## src/rtl/bus_bridge_pkg.sv

```systemverilog
package bus_bridge_pkg;
  localparam int unsigned DATA_W = 8;
  localparam int unsigned SEL_BIT = 15;
  localparam int unsigned LATCH_W = SEL_BIT + 1;
  localparam int unsigned HI_W = LATCH_W - DATA_W;
  localparam int unsigned MEM_AW = SEL_BIT;
  localparam int unsigned NUM_CMD = 4;

  // index into the command vector: bit1 = io space, bit0 = write
  typedef enum logic [1:0] {
    CMD_MEM_RD = 2'd0,
    CMD_MEM_WR = 2'd1,
    CMD_IO_RD  = 2'd2,
    CMD_IO_WR  = 2'd3
  } cmd_e;
endpackage

```

## src/rtl/bus_bridge_addr_latch.sv

```systemverilog
module bus_bridge_addr_latch #(
  parameter int unsigned LW = bus_bridge_pkg::LATCH_W
) (
  input  logic          clk_i,
  input  logic          rst_ni,
  input  logic          ale_i,
  input  logic [LW-1:0] addr_i,
  output logic [LW-1:0] addr_o,
  output logic          live_o
);
  logic [LW-1:0] addr_q;
  logic          live_q;

  always_ff @(posedge clk_i or negedge rst_ni) begin
    if (!rst_ni) begin
      addr_q <= '0;
    end else if (ale_i) begin
      addr_q <= addr_i;
    end
  end

  // strobes unlock one edge after reset release
  always_ff @(posedge clk_i or negedge rst_ni) begin
    if (!rst_ni) live_q <= 1'b0;
    else         live_q <= 1'b1;
  end

  assign addr_o = addr_q;
  assign live_o = live_q;
endmodule

```

## src/rtl/bus_bridge_data_steer.sv

```systemverilog
module bus_bridge_data_steer #(
  parameter int unsigned DW = bus_bridge_pkg::DATA_W
) (
  input  logic          live_i,
  input  logic          den_ni,
  input  logic          dtr_i,
  input  logic [DW-1:0] cpu_data_i,
  input  logic [DW-1:0] sys_data_i,
  output logic [DW-1:0] sys_data_o,
  output logic          sys_oe_o,
  output logic [DW-1:0] cpu_data_o,
  output logic          cpu_oe_o
);
  logic en;

  assign en = live_i & ~den_ni;

  always_comb begin
    sys_oe_o   = en & dtr_i;
    cpu_oe_o   = en & ~dtr_i;
    sys_data_o = sys_oe_o ? cpu_data_i : '0;
    cpu_data_o = cpu_oe_o ? sys_data_i : '0;
  end
endmodule

```

## src/rtl/bus_bridge_cmd_decode.sv

```systemverilog
module bus_bridge_cmd_decode #(
  parameter int unsigned NC = bus_bridge_pkg::NUM_CMD
) (
  input  logic          live_i,
  input  logic          io_m_i,
  input  logic          rd_ni,
  input  logic          wr_ni,
  output logic [NC-1:0] cmd_no
);
  logic rd_only;
  logic wr_only;

  // simultaneous read and write yields no command
  assign rd_only = ~rd_ni & wr_ni;
  assign wr_only = ~wr_ni & rd_ni;

  for (genvar k = 0; k < NC; k++) begin : g_cmd
    localparam logic [1:0] CODE  = 2'(k);
    localparam logic       IS_IO = CODE[1];
    localparam logic       IS_WR = CODE[0];
    logic hit;
    assign hit       = live_i & (io_m_i == IS_IO) & (IS_WR ? wr_only : rd_only);
    assign cmd_no[k] = ~hit;
  end
endmodule

```

## src/rtl/bus_bridge_region_sel.sv

```systemverilog
module bus_bridge_region_sel (
  input  logic live_i,
  input  logic sel_i,
  output logic ram_cs_no,
  output logic rom_cs_no
);
  assign ram_cs_no = ~(live_i & ~sel_i);
  assign rom_cs_no = ~(live_i & sel_i);
endmodule

```

## src/rtl/bus_bridge.sv

```systemverilog
module bus_bridge
  import bus_bridge_pkg::*;
(
  input  logic              clk_i,
  input  logic              rst_ni,
  input  logic              ale_i,
  input  logic [DATA_W-1:0] ad_i,
  input  logic [HI_W-1:0]   a_hi_i,
  input  logic              io_m_i,
  input  logic              rd_ni,
  input  logic              wr_ni,
  input  logic              den_ni,
  input  logic              dtr_i,
  input  logic [DATA_W-1:0] sys_data_i,
  output logic [DATA_W-1:0] sys_data_o,
  output logic              sys_oe_o,
  output logic [DATA_W-1:0] cpu_data_o,
  output logic              cpu_oe_o,
  output logic [MEM_AW-1:0] mem_addr_o,
  output logic              mem_rd_no,
  output logic              mem_wr_no,
  output logic              io_rd_no,
  output logic              io_wr_no,
  output logic              ram_cs_no,
  output logic              rom_cs_no
);
  logic [LATCH_W-1:0] addr_q;
  logic               live;
  logic [NUM_CMD-1:0] cmd_n;

  bus_bridge_addr_latch #(.LW(LATCH_W)) u_latch (
    .clk_i  (clk_i),
    .rst_ni (rst_ni),
    .ale_i  (ale_i),
    .addr_i ({a_hi_i, ad_i}),
    .addr_o (addr_q),
    .live_o (live)
  );

  bus_bridge_data_steer #(.DW(DATA_W)) u_steer (
    .live_i     (live),
    .den_ni     (den_ni),
    .dtr_i      (dtr_i),
    .cpu_data_i (ad_i),
    .sys_data_i (sys_data_i),
    .sys_data_o (sys_data_o),
    .sys_oe_o   (sys_oe_o),
    .cpu_data_o (cpu_data_o),
    .cpu_oe_o   (cpu_oe_o)
  );

  bus_bridge_cmd_decode #(.NC(NUM_CMD)) u_cmd (
    .live_i (live),
    .io_m_i (io_m_i),
    .rd_ni  (rd_ni),
    .wr_ni  (wr_ni),
    .cmd_no (cmd_n)
  );

  bus_bridge_region_sel u_region (
    .live_i    (live),
    .sel_i     (addr_q[SEL_BIT]),
    .ram_cs_no (ram_cs_no),
    .rom_cs_no (rom_cs_no)
  );

  assign mem_addr_o = addr_q[MEM_AW-1:0];
  assign mem_rd_no  = cmd_n[CMD_MEM_RD];
  assign mem_wr_no  = cmd_n[CMD_MEM_WR];
  assign io_rd_no   = cmd_n[CMD_IO_RD];
  assign io_wr_no   = cmd_n[CMD_IO_WR];
endmodule

```

## config.mk

```make
export PLATFORM = sky130hd
export DESIGN_NAME = bus_bridge
export DESIGN_NICKNAME = d
export VERILOG_FILES = /design/src/rtl/bus_bridge_pkg.sv /design/src/rtl/bus_bridge_addr_latch.sv /design/src/rtl/bus_bridge_data_steer.sv /design/src/rtl/bus_bridge_cmd_decode.sv /design/src/rtl/bus_bridge_region_sel.sv /design/src/rtl/bus_bridge.sv
export SDC_FILE = /design/constraint.sdc
export NUM_CORES = 1
export LEC_CHECK = 0
export CORE_AREA = 5 5 60 62
export DETAILED_ROUTE_END_ITERATION = 6
export DIE_AREA = 0 0 65 67
export GPL_TIMING_DRIVEN = 1
export PLACE_DENSITY = 0.76
export REMOVE_ABC_BUFFERS = 1
export SYNTH_ARGS = -nofsm -noshare
export SYNTH_HDL_FRONTEND = slang
export SYNTH_SLANG_ARGS = --single-unit
```

## constraint.sdc

```tcl
create_clock -name clk_i -period 1.2 [get_ports clk_i]
set_clock_uncertainty 0.15 [all_clocks]
set_input_delay 0.18 -clock clk_i [delete_from_list [all_inputs] [get_ports clk_i]]
set_output_delay 0.18 -clock clk_i [all_outputs]
set_load 0.01 [all_outputs]
```

==> run metrics <==
status=finished, violations left; failing checks=setup timing; asr flop ratio synth=100%; DR iter-0 viols=just under 60; crit-path max cell delay=0.42 ns; fin. max-slew vios=0; post-route ant nets=0; final worst slack=-0.329 ns; worst skew pair latency=0.28 ns; CTS tree=done; WP buf/inv=2; Finished Cell Area=1720 sq um; most common cell in the netlist=dfrtp_1; first-pass GRT wire length=between 4000 and 5000 microns; CP required=0.87 ns; reg2reg start=u_latch.addr_o[11]$_DFFE_PN0P_; # Max-Cap Violations=0; Slowest-stage cell, CP=dfrtp_2; ANT cells=0; routed vias=896; CTS clk-pin slew, worst paths=0.10 ns; pwr/cell area=approximately 830 nW/um^2; routed length per placed instance=between 15 and 20 microns; sequential area share after synthesis=45.2%; synthesized flop and latch total=17; DRC viols=0; share of cells above drive strength 1=57.7%; CP Capture Type=output port; Detailed Route WL=3170 microns; HPWL Detailed=2250 microns; # IOs=71; H-Tree Depth=1; Startpoint Class=register; # setup viols final=24; YS warnings=0; Sink Count=17; vias per inst=4.92; Crit path max-delay family=flip-flops; initial core utilization=31.6%; most common library cells after synthesis=dfrtp_1, mux2_4, and4b_1; Longest Clk Path Bufs=2; cts-stage hold buffer count=0; mean cell area of the mapped netlist=approximately 15 sq um; routability-driven placement congestion ratio=around 0.73; Final #Nets=~180; RSZ-0062 raised after global routing=yes; Tcrit/Tclk final=127%; pin count of the biggest net entering global routing=18; chip height=67 microns; vias in the first global route=959; Hold Fails Final Rpt=0; area grow syn2layout=83.0%; leading area contributor after synthesis=dfrtp_1; Main synth FF type=dfrtp_1; Std-Cell Rows=20; root buf cell=clkbuf_4; cells after synthesis=64; worst slack, placed=-0.764 ns; die width=~65 microns; total global-route track usage=about 14%; port bufs=70; post-synth top area share=45.2%; CP Class=register to output port; Area contributors post-synth=dfrtp_1, mux2_4, and4bb_2, and4b_1, mux2_2; Critical Path Source=u_latch.live_o$_DFF_PN0_; Area after DPL=1730 sq um; grt ovf=0; FMAX=approximately 650 MHz; setup TNS=-6.83 ns; Tot Pwr=1.43 mW; Cell variety after synth=17; Core Box Area=2980 sq um; fin crit period=1.53 ns; Arrival @ worst endpoint=1.20 ns; Post-Layout Cell Count=~180; TritonCTS Buffers=3; CP max FO=10; initial antenna violation count=0; EDFF count, synth=0; synthesized cell area=942 sq um; Leakage Power=between 0.8 and 0.9 nW; first-pass detailed-route iteration total=2; Hold/Removal Path Class=primary input to asynchronous set/reset pin; placed cells=171; Die ar.=4360 sq um; Critical Path, Cell by Cell=buf_6, and4bb_2, buf_2; peak supply drop=498 uV
state kept, by name, summed over array words and instances (netlist names):
name	count
u_latch.addr_o	16
u_latch.live_o	1
area by class of cell:
cell class | instances | area, sq um
fill | 254 | 1250
multi-input combinational | 41 | 484
timing repair buffer | 87 | 746
tap | 33 | 41.3
sequential | 17 | 427
clock buffer | 4 | 26.3
cells by family after synthesis:
logic type,after synthesis,share of synthesized area [%]
buffers and inverters,6,5.44
flip-flops,17,45.2
AND/OR/NAND/NOR,24,25.9
other,1,0.398
multiplexers,16,23.1
through the flow:
step	hold slack, ns	util [%]
global placement	0.338	58.2
floorplan	-0.266	-
CTS	0.0761	56.4
finish	0.0806	57.9
detailed placement	0.342	58.2
global route	0.0793	57.9
metal layers:
layer / up-vias / global-route usage (%) / part of all wire (%)
met5: - / 0 / 0
li1: 417 / - / -
met3: 0 / 4.55 / 11
met4: 0 / 3.17 / 0
met1: 418 / 18.9 / 47
met2: 61 / 21.8 / 42
final timing paths:
path / to / slack [ns] / depth (start not counted)
worst max-delay path: cpu_data_o[4] / -0.33 / 3
worst max register to register: u_latch.addr_o[11]$_DFFE_PN0P_ / 0.16 / 2
max in group asynchronous: u_latch.live_o$_DFF_PN0_ / 0.67 / 2
min in group clk_i: u_latch.addr_o[5]$_DFFE_PN0P_ / 0.29 / 3
worst min-delay path: u_latch.addr_o[1]$_DFFE_PN0P_ / 0.08 / 2
worst min register to register: u_latch.addr_o[3]$_DFFE_PN0P_ / 0.36 / 1
power breakdown:
part | total (mW) | leakage (nW) | switching (mW) | internal, mW
Combinational | 0.476 | 0.632 | 0.177 | 0.299
Sequential | 0.659 | 0.198 | 0.0302 | 0.628
Clock | 0.293 | 0.0150 | 0.164 | 0.129
cell usage in the layout, fill, tap and decap left out, drive strengths merged:
cell           synthesis  routed
nor4bb                 1       1
conb                   1       1
and4b                  8       8
and4bb                 7       7
clkdlybuf4s50          0      28
dfrtp                 17      17
and3b                  1       1
mux2                  16      16
nand4b                 2       2
nor3b                  1       1
clkbuf                 1       5
nand4bb                2       2
nand2b                 1       1
buf                    5      55
dlygate4sd2            0       2
nand2                  1       1
dlymetal6s2s           0       1
timing repair:
action                                  in CTS  in global routing
buffers inserted                             4                  0
gates cloned                                 2                  1
pin swaps                                    1                  0
gates resized for setup                    177                  4
endpoints found under the setup margin      39                 29
No activity file was read; power rests on OpenSTA's default activity.
